**src/rtl/csm_pkg.sv**
```systemverilog
package csm_pkg;
  // register addresses on the one-bit bus address
  typedef enum logic [0:0] {
    REG_LIMIT = 1'b0,
    REG_CTRL  = 1'b1
  } csm_reg_e;
endpackage

```
**src/rtl/csm_regs.sv**
```systemverilog
module csm_regs
  import csm_pkg::*;
#(
  parameter int DATA_W = 32,
  parameter int CNT_W  = 16,
  parameter int SEL_W  = 3
) (
  input  logic              clk,
  input  logic              rst,
  input  logic              bus_valid,
  input  logic              bus_write,
  input  logic              bus_addr,
  input  logic [DATA_W-1:0] bus_wdata,
  input  logic              irq_i,
  output logic [DATA_W-1:0] bus_rdata,
  output logic [CNT_W-1:0]  limit_o,
  output logic              en_o,
  output logic [SEL_W-1:0]  sel_o,
  output logic              restart_o,
  output logic              clr_o
);
  localparam int EN_BIT  = 0;
  localparam int SEL_LSB = 1;
  localparam int IRQ_BIT = SEL_W + 1;
  localparam int CLR_BIT = SEL_W + 2;

  logic             wr_lim, wr_ctl, rd_req;
  logic [SEL_W-1:0] new_sel;
  logic [DATA_W-1:0] ctl_word;
  logic             unused_wdata;

  assign wr_lim  = bus_valid && bus_write && (bus_addr == REG_LIMIT);
  assign wr_ctl  = bus_valid && bus_write && (bus_addr == REG_CTRL);
  assign rd_req  = bus_valid && !bus_write;
  assign new_sel = bus_wdata[SEL_LSB +: SEL_W];
  assign unused_wdata = ^bus_wdata;

  assign clr_o     = wr_ctl && (!bus_wdata[EN_BIT] || bus_wdata[CLR_BIT]);
  assign restart_o = wr_lim || (wr_ctl && ((new_sel != sel_o) || bus_wdata[CLR_BIT]));

  always_comb begin
    ctl_word = '0;
    ctl_word[EN_BIT] = en_o;
    ctl_word[SEL_LSB +: SEL_W] = sel_o;
    ctl_word[IRQ_BIT] = irq_i;
  end

  always_ff @(posedge clk) begin
    if (rst) begin
      limit_o   <= '0;
      en_o      <= 1'b0;
      sel_o     <= '0;
      bus_rdata <= '0;
    end else begin
      if (wr_lim) limit_o <= bus_wdata[CNT_W-1:0];
      if (wr_ctl) begin
        en_o  <= bus_wdata[EN_BIT];
        sel_o <= new_sel;
      end
      if (rd_req)
        bus_rdata <= (bus_addr == REG_LIMIT) ? DATA_W'(limit_o) : ctl_word;
    end
  end


  limit_write_restarts_chk: assert property (@(posedge clk) disable iff (rst)
    wr_lim |-> restart_o);
endmodule

```
**src/rtl/csm_evt_latch.sv**
```systemverilog
module csm_evt_latch #(
  parameter int NUM_EVT = 8,
  parameter int SEL_W   = 3
) (
  input  logic               clk,
  input  logic               rst,
  input  logic [NUM_EVT-1:0] evt_i,
  input  logic [SEL_W-1:0]   sel_i,
  input  logic               tick_i,
  input  logic               flush_i,
  output logic               seen_o
);
  localparam int PAD_N = 2 ** SEL_W;

  logic [PAD_N-1:0] evt_pad;
  logic             hit, seen_q;

  assign evt_pad = PAD_N'(evt_i);
  assign hit     = evt_pad[sel_i];
  // a pulse in the strobe cycle still belongs to the closing interval
  assign seen_o  = seen_q || hit;

  always_ff @(posedge clk) begin
    if (rst || flush_i || tick_i) seen_q <= 1'b0;
    else if (hit)                 seen_q <= 1'b1;
  end


  beat_held_chk: assert property (@(posedge clk) disable iff (rst)
    (hit && !tick_i && !flush_i) |=> seen_o);
endmodule

```
**src/rtl/csm_stall_cnt.sv**
```systemverilog
module csm_stall_cnt #(
  parameter int CNT_W = 16
) (
  input  logic             clk,
  input  logic             rst,
  input  logic             tick_i,
  input  logic             seen_i,
  input  logic             en_i,
  input  logic             restart_i,
  input  logic             clr_i,
  input  logic [CNT_W-1:0] limit_i,
  output logic             irq_o
);
  localparam logic [CNT_W-1:0] CNT_MAX = '1;

  logic [CNT_W-1:0] cnt_q;
  logic             irq_set;

  always_ff @(posedge clk) begin
    if (rst || !en_i || restart_i) cnt_q <= '0;
    else if (tick_i) begin
      if (seen_i)                cnt_q <= '0;
      else if (cnt_q != CNT_MAX) cnt_q <= cnt_q + 1'b1;
    end
  end

  assign irq_set = en_i && !restart_i && (limit_i != '0) && (cnt_q >= limit_i);

  always_ff @(posedge clk) begin
    if (rst || clr_i) irq_o <= 1'b0;
    else if (irq_set) irq_o <= 1'b1;
  end


  step_chk: assert property (@(posedge clk) disable iff (rst)
    (tick_i && !seen_i && en_i && !restart_i && cnt_q != CNT_MAX) |=> cnt_q == $past(cnt_q) + 1'b1);

  beat_zero_chk: assert property (@(posedge clk) disable iff (rst)
    (tick_i && seen_i) |=> cnt_q == '0);

  idle_zero_chk: assert property (@(posedge clk) disable iff (rst)
    !en_i |=> cnt_q == '0);

  zero_limit_chk: assert property (@(posedge clk) disable iff (rst)
    (limit_i == '0 && !irq_o) |=> !irq_o);

  no_wrap_chk: assert property (@(posedge clk) disable iff (rst)
    (tick_i && !seen_i && en_i && !restart_i && cnt_q == CNT_MAX) |=> cnt_q == CNT_MAX);

  sticky_chk: assert property (@(posedge clk) disable iff (rst)
    (irq_o && !clr_i) |=> irq_o);

  clear_wins_chk: assert property (@(posedge clk) disable iff (rst)
    clr_i |=> !irq_o);
endmodule

```
**src/rtl/core_stall_watchdog.sv**
```systemverilog
module core_stall_watchdog #(
  parameter int NUM_EVT = 8,
  parameter int CNT_W   = 16,
  parameter int DATA_W  = 32
) (
  input  logic               clk,
  input  logic               rst,
  input  logic               tick_10ns,
  input  logic [NUM_EVT-1:0] core_evt,
  input  logic               bus_valid,
  input  logic               bus_write,
  input  logic               bus_addr,
  input  logic [DATA_W-1:0]  bus_wdata,
  output logic [DATA_W-1:0]  bus_rdata,
  output logic               hang_irq
);
  localparam int SEL_W = (NUM_EVT > 1) ? $clog2(NUM_EVT) : 1;

  logic [CNT_W-1:0] limit;
  logic             en, restart, clr, seen;
  logic [SEL_W-1:0] sel;

  csm_regs #(.DATA_W(DATA_W), .CNT_W(CNT_W), .SEL_W(SEL_W)) u_regs (
    .clk(clk), .rst(rst), .bus_valid(bus_valid), .bus_write(bus_write),
    .bus_addr(bus_addr), .bus_wdata(bus_wdata), .irq_i(hang_irq),
    .bus_rdata(bus_rdata), .limit_o(limit), .en_o(en), .sel_o(sel),
    .restart_o(restart), .clr_o(clr)
  );

  csm_evt_latch #(.NUM_EVT(NUM_EVT), .SEL_W(SEL_W)) u_latch (
    .clk(clk), .rst(rst), .evt_i(core_evt), .sel_i(sel), .tick_i(tick_10ns),
    .flush_i(!en || restart), .seen_o(seen)
  );

  csm_stall_cnt #(.CNT_W(CNT_W)) u_cnt (
    .clk(clk), .rst(rst), .tick_i(tick_10ns), .seen_i(seen), .en_i(en),
    .restart_i(restart), .clr_i(clr), .limit_i(limit), .irq_o(hang_irq)
  );


  off_quiet_chk: assert property (@(posedge clk) disable iff (rst)
    !en |-> !hang_irq);
endmodule

```
**config.mk**
```make
export PLATFORM = sky130hd
export DESIGN_NAME = core_stall_watchdog
export DESIGN_NICKNAME = d
export VERILOG_FILES = /design/src/rtl/csm_pkg.sv /design/src/rtl/csm_regs.sv /design/src/rtl/csm_evt_latch.sv /design/src/rtl/csm_stall_cnt.sv /design/src/rtl/core_stall_watchdog.sv
export SDC_FILE = /design/constraint.sdc
export NUM_CORES = 1
export LEC_CHECK = 0
export BUFFER_PORTS_ARGS = -buffer_cell sky130_fd_sc_hd__clkbuf_2
export CAP_MARGIN = 20
export CORE_ASPECT_RATIO = 2
export CORE_MARGIN = 5
export CORE_UTILIZATION = 53
export DETAILED_ROUTE_END_ITERATION = 7
export GPL_ROUTABILITY_DRIVEN = 0
export PLACE_DENSITY = 0.88
export RECOVER_POWER = 50
export SLEW_MARGIN = 20
export SYNTH_ARGS = -nofsm -noshare
export SYNTH_HDL_FRONTEND = slang
export SYNTH_SLANG_ARGS = --single-unit
export TNS_END_PERCENT = 50
```
**constraint.sdc**
```tcl
create_clock -name clk -period 2.4 [get_ports clk]
set_input_delay 0.24 -clock clk [delete_from_list [all_inputs] [get_ports clk]]
set_output_delay 0.24 -clock clk [all_outputs]
set_load 0.02 [all_outputs]
```
---- Word-level counts from Yosys, hierarchy flattened ----
Cells that the tools add are included.
storage, ports and cells
  input port bits ......................... 46
  register bits ........................... 70
  output and inout bits ................... 33
operators by class
  $add $sub $neg .......................... 1
  reduce and logical (&&, ||, !) cells .... 26
  mux-type cells .......................... 5
  eq/ne operators ......................... 2
  magnitude comparators ................... 2
  bitwise logic cells ..................... 1
operators by type and width
  operator               number
  $mux 16                3
  $add 16x1->16 const B  1
  $ge 16x16->1           1
  $ne 16x16->1 const B   1
  $reduce_bool 16->1     1
  $logic_or 1x1->1       10
  $logic_and 1x1->1      9
  $logic_not 1->1        4
  $lt 3x4->1 const B     1
  $bmux 1 s3             1
  $ne 3x3->1             1
  $reduce_and 2->1       1
  $reduce_bool 2->1      1
  $mux 1                 1
  $not 1->1              1

---- Logic depth before layout (Yosys ltp) ----
Gate-level depths: netlist (run 1).
  word-level depth ........................ 8
  depth in mapped cells ................... 7

---- By module ----
A second synthesis (run 1) with hierarchy kept.
second synthesis, totals
  cell total of the unflattened synthesis .. 359
  area, all modules ....................... 3010.4 um^2
modules (own cells, without submodules)
  module               sequential area each (um^2)  instances  area each (um^2)  cells an instance
  csm_regs             720.7                        1          1545.2            182
  csm_stall_cnt        340.3                        1          1345.0            166
  csm_evt_latch        20.0                         1          113.9             10
  core_stall_watchdog  0.0                          1          6.3               1

---- Least setup slack after synthesis (run 1) ----
Ideal clock, no wire load.
  kind .................................... register -> register
  start point ............................. register u_regs.sel_o[0]
  end point ............................... register u_cnt.cnt_q[6]
  arrival ................................. 1.996 ns
  cell stages (with the launch flop) ...... 6
  period minus slack after synthesis ...... 2.067 ns
  path slack .............................. 0.333 ns
  cell sequence ........................... dfxtp_1 > mux4_2 > o22ai_4 > nand2_4 > or4_1 > a21oi_1
on the way
  cells in the longest elaborated chain, start to end .. 5
  elaborated cells between the ends (all ways) .. 11
  those cells by class .................... eq/ne: 1; mux: 3; reduce/logical: 7
ends and longest elaborated chain
  what                                                                    line                                 text
  start, declared                                                         csm_regs.sv:18                       output logic [SEL_W-1:0] sel_o,
  start signal, assigned                                                  csm_regs.sv:58                       sel_o <= new_sel;
  $bmux 1 s3 or $ne 3x3->1 (tied branches)                                csm_evt_latch.sv:19, csm_regs.sv:39
  $mux 1 (not written as such) or $logic_or 1x1->1 (tied branches)        csm_evt_latch.sv:19, csm_regs.sv:39
  $logic_or 1x1->1 or $logic_and 1x1->1 (tied branches)                   csm_evt_latch.sv:21, csm_regs.sv:39
  $reduce_bool 2->1 (no source line) or $logic_or 1x1->1 (tied branches)  -
  $reduce_and 2->1 (no source line) or $logic_or 1x1->1 (tied branches)   -
  end signal, assigned                                                    csm_stall_cnt.sv:23                  else if (cnt_q != CNT_MAX) cnt_q <= cnt_q + 1'b1;
  end, declared                                                           csm_stall_cnt.sv:16                  logic [CNT_W-1:0] cnt_q;
Several ways; a longest one is shown, not always the timed one. The select of a mux whose other input is x is not followed.
A chain may end at the register's enable or synchronous reset.

---- Final worst setup path (run 1) ----
  start point ............................. register u_regs.sel_o[0]
  end point ............................... register u_cnt.cnt_q[13]
Same word-level chain as after synthesis.

==> flow_summary.rst, run 1 <==
.. list-table::
   :header-rows: 1

   * - Metric
     - Value
   * - Fillcell total
     - around 500
   * - Sequential-to-total area share from yosys stat
     - 0.361
   * - Die X-Extent
     - between 60 and 70 µm
   * - Area Growth Syn to Fin
     - 10.1%
   * - CP max stage delay
     - 0.58 ns
   * - Reg2Reg Setup Slack
     - 0.28 ns
   * - H-tree levels
     - 2
   * - Hold Vio Cnt, Final
     - 0
   * - Global-route wire length before repair
     - between 10 and 15 mm
   * - R2r worst-path depth
     - 5
   * - Hold-fix buffer count after cts
     - 0
   * - Post-layout net count
     - around 480
   * - Capturing instance or port of the critical path
     - u_cnt.cnt_q[13]
   * - Clock tree from TritonCTS
     - yes
   * - Startpoint class of the critical path
     - register
   * - Switching power summed over all nets
     - 0.475 mW
   * - Kind of critical path
     - register to register
   * - Post-synthesis instance area
     - around 3000 µm²
   * - Hold Startpoint
     - bus_wdata[4]
   * - Pint
     - 1.20 mW
   * - Total number of vias
     - about 2800
   * - Max-Cap Viols
     - 0
   * - Post-synth EDFFs
     - 0
   * - Std-Cell Core Area
     - around 5500 µm²
   * - Setup_tns
     - 0 ns
   * - Worst Max-Slew Pin Slew
     - slightly above 0.9 ns
   * - Clock Path Buffers
     - 2
   * - Library cells used by synthesis
     - 42
   * - Power share of the sequential group
     - 0.555
   * - Critical path peak fanout
     - 10
   * - Max Fclk
     - between 400 and 500 MHz
   * - Post-route minimum period
     - around 2.1 ns
   * - Async set-or-reset flop fraction in the synthesized netlist
     - 0
   * - Cts bufs inserted
     - 5
   * - Maximum number of pins on one net before global-route repair
     - 38
   * - WP buf/inv
     - 0
   * - ANT cells
     - 0
   * - RSZ-0062 raised after global routing
     - no
   * - Setup bufs post-CTS
     - 0
   * - Mapped Avg Cell Area
     - around 8.1 µm²
   * - Die Height
     - ~120 µm
   * - Effective utilization at floorplan
     - 0.548
   * - Remaining global-route overflow
     - 0
   * - CTS clock-pin slew for the worst setup and hold paths
     - 0.10 ns
   * - Sequence of cells on the critical path
     - mux4_2 -> o22ai_4 -> nand2_4 -> or4_1 -> a21oi_1
   * - Cell depth of the worst setup path
     - 5
   * - Startpoint of the most critical register-to-register path
     - u_regs.sel_o[0]
   * - Resize count post-CTS
     - 0
   * - Critical Path RT
     - around 2.7 ns
   * - Part of the cycle the worst path needs
     - 0.884
   * - Die ar.
     - about 7400 µm²
   * - DRT Wirelength
     - roughly 7.3 mm
   * - Vias in the first global route
     - roughly 2700
   * - Critical path endpoint category
     - register
   * - Ratio of cells with drive above 1 in the final layout
     - 0.138
   * - Headroom to the max-slew limit
     - 0.395
   * - Final max-slew violation count
     - 0
   * - Number of input and output port buffers inserted
     - 46
   * - Number of sinks handled by clock tree synthesis
     - 54
   * - Worst-case clock skew
     - roughly 0.0017 ns
   * - Via density
     - 5.95
   * - Switching share of power
     - 0.284
   * - Share of total power in combinational logic
     - 0.129
   * - Total of endpoints with negative setup slack in the final report
     - 0
   * - Static Leak
     - around 1.3 nW
   * - Maximum VDD drop
     - about 0.52 mV
   * - Worst min path class
     - input port to register
   * - Clock share of power
     - 0.316
   * - Placed wire-length estimate
     - 5.62 mm
   * - Routed WL per cell
     - ~16 µm
   * - Launch point of the critical path
     - u_regs.sel_o[0]
   * - Row cnt
     - 38
   * - Critical Path AT
     - roughly 2.4 ns
   * - Run status
     - completed
   * - Worst-Skew Late Latency
     - 0.32 ns
   * - Residual antenna-violating net count after detailed routing
     - 0
   * - Final routed DRC violation total
     - 0
   * - DRT Pass-1 Iters
     - 4
   * - Ys Warns
     - 0
   * - Overall fraction of global-route tracks in use
     - 0.197
   * - Capture point of the worst reg-to-reg path
     - u_cnt.cnt_q[13]
   * - Root Buffer
     - sky130_fd_sc_hd__clkbuf_8
   * - Number of antenna violations at the first check in global routing
     - 0
   * - Crit path max-delay cell type
     - sky130_fd_sc_hd__mux4_2
   * - Hold Slack
     - about 0.13 ns
   * - Crit path max-delay family
     - simple AND/OR/NAND/NOR gates
   * - Initial drt markers
     - 200
   * - Top_reg_cell synth
     - sky130_fd_sc_hd__dfxtp_1
   * - Ports placed on the boundary
     - 79
   * - Power per unit of standard cell area
     - slightly above 500 nW/µm²
   * - Cells after synthesis
     - 371
   * - Register bit count reported by yosys
     - between 50 and 60
-- area by class of cell --
class                   instances  area, µm²  area share
multi-input cells             278       1710       0.518
flip-flops and latches         54       1080       0.327
repair buffers                 54        274      0.0830
well taps                      60       75.1      0.0227
inverters                      19       71.3      0.0216
clock buffers                   5       68.8      0.0208
clock inverters                 3       21.3     0.00644
-- stage by stage --
step                total power, mW  instance area [µm²]  worst slack [ns]  cells  utilization
floorplan                      1.11                 3050             0.333    386            -
global placement               1.16                 3230             0.342    465        0.590
detailed placement             1.16                 3230             0.311    465        0.590
CTS                            1.68                 3320             0.282    473        0.607
global route                   1.74                 3300             0.149    473        0.604
finish                         1.67                 3300             0.278    473        0.604
-- routing by layer --
| layer | wire [µm] | track usage | up-vias |
|---|---|---|---|
| li1 | - | - | 1381 |
| met1 | 2570 | 0.183 | 1322 |
| met2 | 4080 | 0.392 | 90 |
| met3 | 449 | 0.0356 | 22 |
| met4 | 239 | 0.107 | 0 |
| met5 | 0 | 0 | - |
-- sequential cells by signal, summed over array words and instances, names as in the netlist --
register	flops
u_regs.bus_rdata	16
u_regs.limit_o	16
u_cnt.cnt_q	16
u_regs.en_o	1
u_latch.seen_q	1
u_cnt.irq_o	1
u_regs.sel_o	3
-- tightest hold or removal path, delay by kind of cell --
| kind | cells | cell delay [ns] |
|---|---|---|
| buffers and inverters | 1 | 0.08 |
| AOI/OAI and AO/OA | 1 | 0.05 |
| and+or+nand+nor | 1 | 0.05 |
-- cell usage after synthesis, types with 4 or more instances --
| master | n | area share |
|---|---|---|
| sky130_fd_sc_hd__nand2_1 | 57 | 0.071 |
| sky130_fd_sc_hd__dfxtp_1 | 54 | 0.36 |
| sky130_fd_sc_hd__a21oi_1 | 46 | 0.077 |
| sky130_fd_sc_hd__inv_1 | 19 | 0.024 |
| sky130_fd_sc_hd__clkbuf_1 | 18 | 0.023 |
| sky130_fd_sc_hd__ha_1 | 17 | 0.071 |
| sky130_fd_sc_hd__or3_1 | 17 | 0.035 |
| sky130_fd_sc_hd__buf_4 | 16 | 0.040 |
| sky130_fd_sc_hd__nor2_1 | 13 | 0.016 |
| sky130_fd_sc_hd__nand3_1 | 12 | 0.020 |
| sky130_fd_sc_hd__mux2i_1 | 10 | 0.033 |
| sky130_fd_sc_hd__o21ai_0 | 10 | 0.017 |
| sky130_fd_sc_hd__a211oi_1 | 7 | 0.018 |
| sky130_fd_sc_hd__a31oi_1 | 7 | 0.015 |
| sky130_fd_sc_hd__and3_1 | 6 | 0.013 |
| sky130_fd_sc_hd__a41oi_1 | 5 | 0.015 |
| sky130_fd_sc_hd__and4_1 | 5 | 0.015 |
| sky130_fd_sc_hd__nor4_1 | 5 | 0.010 |
| sky130_fd_sc_hd__or4_1 | 5 | 0.013 |
| sky130_fd_sc_hd__o21ai_1 | 4 | 0.0067 |
-- power by group through the flow --
stage	clock, mW	sequential [mW]	combinational, mW
final	0.528	0.928	0.215
after global routing	0.571	0.930	0.237
after CTS	0.536	0.928	0.217
after detailed placement	0	0.949	0.215
after global placement	0	0.948	0.210
after floorplan	0	0.953	0.162
-- layout by cell type (no fill, tap or decap), types with 2 or more instances in the layout --
cell type and instances:
sky130_fd_sc_hd__nand2_1 57, sky130_fd_sc_hd__dfxtp_1 54, sky130_fd_sc_hd__a21oi_1 46, sky130_fd_sc_hd__clkbuf_2 36, sky130_fd_sc_hd__inv_1 19, sky130_fd_sc_hd__or3_1 17, sky130_fd_sc_hd__ha_1 17, sky130_fd_sc_hd__conb_1 16
sky130_fd_sc_hd__nor2_1 13, sky130_fd_sc_hd__nand3_1 12, sky130_fd_sc_hd__clkbuf_1 11, sky130_fd_sc_hd__mux2i_1 10, sky130_fd_sc_hd__o21ai_0 10, sky130_fd_sc_hd__a211oi_1 7, sky130_fd_sc_hd__a31oi_1 7, sky130_fd_sc_hd__buf_4 7
sky130_fd_sc_hd__and3_1 6, sky130_fd_sc_hd__and4_1 5, sky130_fd_sc_hd__a41oi_1 5, sky130_fd_sc_hd__or4_1 5, sky130_fd_sc_hd__nor4_1 5, sky130_fd_sc_hd__clkbuf_8 5, sky130_fd_sc_hd__o21ai_1 4, sky130_fd_sc_hd__nand2b_1 3
sky130_fd_sc_hd__nand4_1 3, sky130_fd_sc_hd__xnor2_1 3, sky130_fd_sc_hd__o21a_1 3, sky130_fd_sc_hd__a2111oi_0 3, sky130_fd_sc_hd__a21o_1 3, sky130_fd_sc_hd__mux4_2 2, sky130_fd_sc_hd__or2_2 2, sky130_fd_sc_hd__nor3_1 2
-- how the worst min path moves through the flow --
stage,end,slack [ns],cells past startpoint
6_report,u_regs.limit_o[4],0.13,3
5_1_grt,u_regs.limit_o[11],0.14,3
4_1_cts,u_regs.limit_o[4],0.12,3
3_5_place_dp,u_regs.bus_rdata[6],0.44,2
3_3_place_gp,u_regs.bus_rdata[11],0.44,2
2_1_floorplan,u_regs.limit_o[10],0.38,2
-- cell families (layout without fill, tap and decap cells) --
group                    count (synthesis)  after routing  share of synthesized area
XOR/XNOR                                 3              3                    0.00877
AO/OA/AOI/OAI                           95             95                      0.195
AND/OR/NAND/NOR                        135            135                      0.227
buffers and inverters                   54             81                     0.0876
flip-flops                              54             54                      0.361
other                                    1             16                    0.00125
adder cells (fa/ha/maj)                 17             17                     0.0710
multiplexers                            12             12                     0.0484
Note: power is estimated with default switching activity, not from simulation.
==> run 2, diff against run 1 <==
Settings changed: RECOVER_POWER 50 to not set.
==> run 2 against run 1 <==
Non-clock buffer count stayed put. Largest power group unchanged. Maximum frequency hardly changed. Combinational power hardly changed. Register-to-register slack hardly changed.
==> flow_summary.rst, run 2 (synthesis gave the netlist of run 1 again) <==
.. list-table::
   :header-rows: 1

   * - Metric
     - Value
   * - Hold-fix buffer count after cts
     - 0 (unchanged)
   * - H-tree levels
     - 2 (unchanged)
   * - Initial drt markers
     - 225 (+13%)
   * - Area Growth Syn to Fin
     - 10.7%
   * - Worst-case setup slack after placement
     - 0.311 ns (unchanged)
   * - Vias in the first global route
     - 2735 (unchanged)
   * - Routed WL per cell
     - 15.5 µm (-0.41%)
   * - Hold-critical path depth
     - 3 (unchanged)
   * - Final core occ
     - 0.607 (+0.00297)
   * - Critical Path AT
     - 2.38 ns (about the same)
   * - CTS clock-pin slew for the worst setup and hold paths
     - 0.10 ns (about the same)
   * - Ports placed on the boundary
     - 79 (unchanged)
   * - Worst Max-Slew Pin Slew
     - 0.648 ns (-0.260 ns)
   * - Post-layout net count
     - 475 (unchanged)
   * - Critical Path RT
     - 2.66 ns (about the same)
   * - Post-route minimum period
     - 2.12 ns (-0.00127 ns)
   * - Hold Startpoint
     - bus_wdata[4]
   * - Critical path endpoint category
     - register
   * - Number of sinks handled by clock tree synthesis
     - 54 (unchanged)
   * - Critical path peak fanout
     - 10 (unchanged)
   * - Global-route wire length before repair
     - 11.8 mm (unchanged)
   * - Most frequent cells in the layout
     - sky130_fd_sc_hd__nand2_1, sky130_fd_sc_hd__dfxtp_1, sky130_fd_sc_hd__a21oi_1, sky130_fd_sc_hd__clkbuf_2, sky130_fd_sc_hd__inv_1
   * - Number of placed cells counting well taps
     - 465 (unchanged)
   * - Std-Cell Core Area
     - 5470 µm² (unchanged)
   * - Non-filler cells, final
     - 473 (unchanged)
   * - Part of the cycle the worst path needs
     - 0.884 (about the same)
   * - Commonest non-fill, non-tap cell in the layout
     - sky130_fd_sc_hd__nand2_1
   * - Instance area at placement
     - 3230 µm² (unchanged)
   * - Remaining global-route overflow
     - 0 (unchanged)
   * - Final max-slew violation count
     - 0 (unchanged)
   * - Clock tree from TritonCTS
     - yes
   * - Via density
     - 5.95 (about the same)
   * - DRT Pass-1 Iters
     - 4 (unchanged)
   * - Worst min path class
     - input port to register
   * - Die Height
     - 116 µm (unchanged)
   * - Worst hold endpoint
     - u_regs.limit_o[4]
   * - Setup_tns
     - 0 ns (unchanged)
   * - Launch point of the critical path
     - u_regs.sel_o[0]
   * - Number of antenna violations at the first check in global routing
     - 0 (unchanged)
   * - Total number of vias
     - 2813 (-0.071%)
   * - Reg2Reg Setup Slack
     - 0.28 ns (about the same)
   * - Worst-case clock skew
     - 0.00193 ns (+0.000276 ns)
   * - Hold Vio Cnt, Final
     - 0 (unchanged)
   * - Setup bufs post-CTS
     - 0 (unchanged)
   * - DRT Wirelength
     - 7.31 mm (-0.41%)
   * - Placed wire-length estimate
     - 5.62 mm (unchanged)
   * - Residual antenna-violating net count after detailed routing
     - 0 (unchanged)
   * - Fillcell total
     - 483 (-1.6%)
   * - R2r worst-path depth
     - 5 (unchanged)
   * - Power per unit of standard cell area
     - 504 nW/µm² (-0.42%)
   * - Root Buffer
     - sky130_fd_sc_hd__clkbuf_8
   * - Final routed DRC violation total
     - 0 (unchanged)
   * - Static Leak
     - 1.31 nW (+3.0%)
   * - ANT cells
     - 0 (unchanged)
   * - Final std cell area, no fill
     - 3320 µm² (+0.49%)
   * - Headroom to the max-slew limit
     - 0.568 (+0.173)
   * - Die X-Extent
     - 63.2 µm (unchanged)
   * - Die ar.
     - 7350 µm² (unchanged)
   * - Final setup margin
     - 0.279 ns (+0.00127 ns)
   * - Run status
     - completed
   * - Max-Cap Viols
     - 0 (unchanged)
   * - Maximum number of pins on one net before global-route repair
     - 38 (unchanged)
   * - Top Registers
     - u_cnt.cnt_q: 16 flops, u_regs.bus_rdata: 16 flops, u_regs.limit_o: 16 flops
   * - Kind of critical path
     - register to register
   * - Effective utilization at floorplan
     - 0.548 (unchanged)
   * - Max Fclk
     - 472 MHz (about the same)
   * - Cts bufs inserted
     - 5 (unchanged)
   * - Resize count post-CTS
     - 0 (unchanged)
   * - Number of input and output port buffers inserted
     - 46 (unchanged)
   * - Startpoint of the most critical register-to-register path
     - u_regs.sel_o[0]
   * - Total of endpoints with negative setup slack in the final report
     - 0 (unchanged)
   * - Worst-Skew Late Latency
     - 0.32 ns (about the same)
   * - Ratio of cells with drive above 1 in the final layout
     - 0.167 (+0.0291)
   * - Startpoint class of the critical path
     - register
   * - Maximum VDD drop
     - 0.525 mV (about the same)
   * - RSZ-0062 raised after global routing
     - no
   * - Clock Path Buffers
     - 2 (unchanged)
   * - Capture point of the worst reg-to-reg path
     - u_cnt.cnt_q[13]
   * - Overall fraction of global-route tracks in use
     - 0.197 (unchanged)
   * - Row cnt
     - 38 (unchanged)
run 2: cell types whose count changed in the layout (fill, tap and decap cells not counted), sizes merged:
cell / previous run / this run
clkbuf: 52 / 51
buf: 7 / 8
run 2: worst max-delay path by stage:
stage / end / slack, ns / cells past startpoint
global route: u_cnt.cnt_q[15] / 0.15 / 6
CTS: u_cnt.cnt_q[13] / 0.28 / 5
finish: u_cnt.cnt_q[13] / 0.28 / 5
floorplan: u_cnt.cnt_q[6] / 0.33 / 5
global placement: u_cnt.cnt_q[13] / 0.34 / 5
detailed placement: u_cnt.cnt_q[13] / 0.31 / 5
run 2: per-stage QoR:
step           total power, mW  hold slack [ns]
2_1_floorplan             1.11            0.376
3_3_place_gp              1.16            0.438
3_5_place_dp              1.16            0.444
4_1_cts                   1.68            0.125
5_1_grt                   1.74            0.141
6_report                  1.67            0.130
run 2: cell type report:
type / instances / area (µm²) / area share
multi-input combinational: 278 / 1710 / 0.515
sequential: 54 / 1080 / 0.326
timing repair buffer: 54 / 290 / 0.0875
tap: 60 / 75.1 / 0.0226
inverter: 19 / 71.3 / 0.0215
clock buffer: 5 / 68.8 / 0.0207
clock inverter: 3 / 21.3 / 0.00641
run 2: worst max-delay path: stages (launching register included):
cell	delay (ns)
sky130_fd_sc_hd__dfxtp_1	0.47
sky130_fd_sc_hd__mux4_2	0.58
sky130_fd_sc_hd__o22ai_4	0.23
sky130_fd_sc_hd__nand2_4	0.11
sky130_fd_sc_hd__or4_1	0.52
sky130_fd_sc_hd__a21oi_1	0.15
run 2: power breakdown:
group | total, mW | internal (mW) | switching [mW]
Sequential | 0.928 | 0.913 | 0.0152
Combinational | 0.217 | 0.0794 | 0.137
Clock | 0.528 | 0.206 | 0.322
Total | 1.67 | 1.20 | 0.474
run 2: per-layer routing:
metal  up-vias  global-route usage  wire, µm
met3        23              0.0356       458
met5         -                   0         0
met1      1310               0.183      2580
met4         0               0.107       241
met2       102               0.392      4040
li1       1378                   -         -
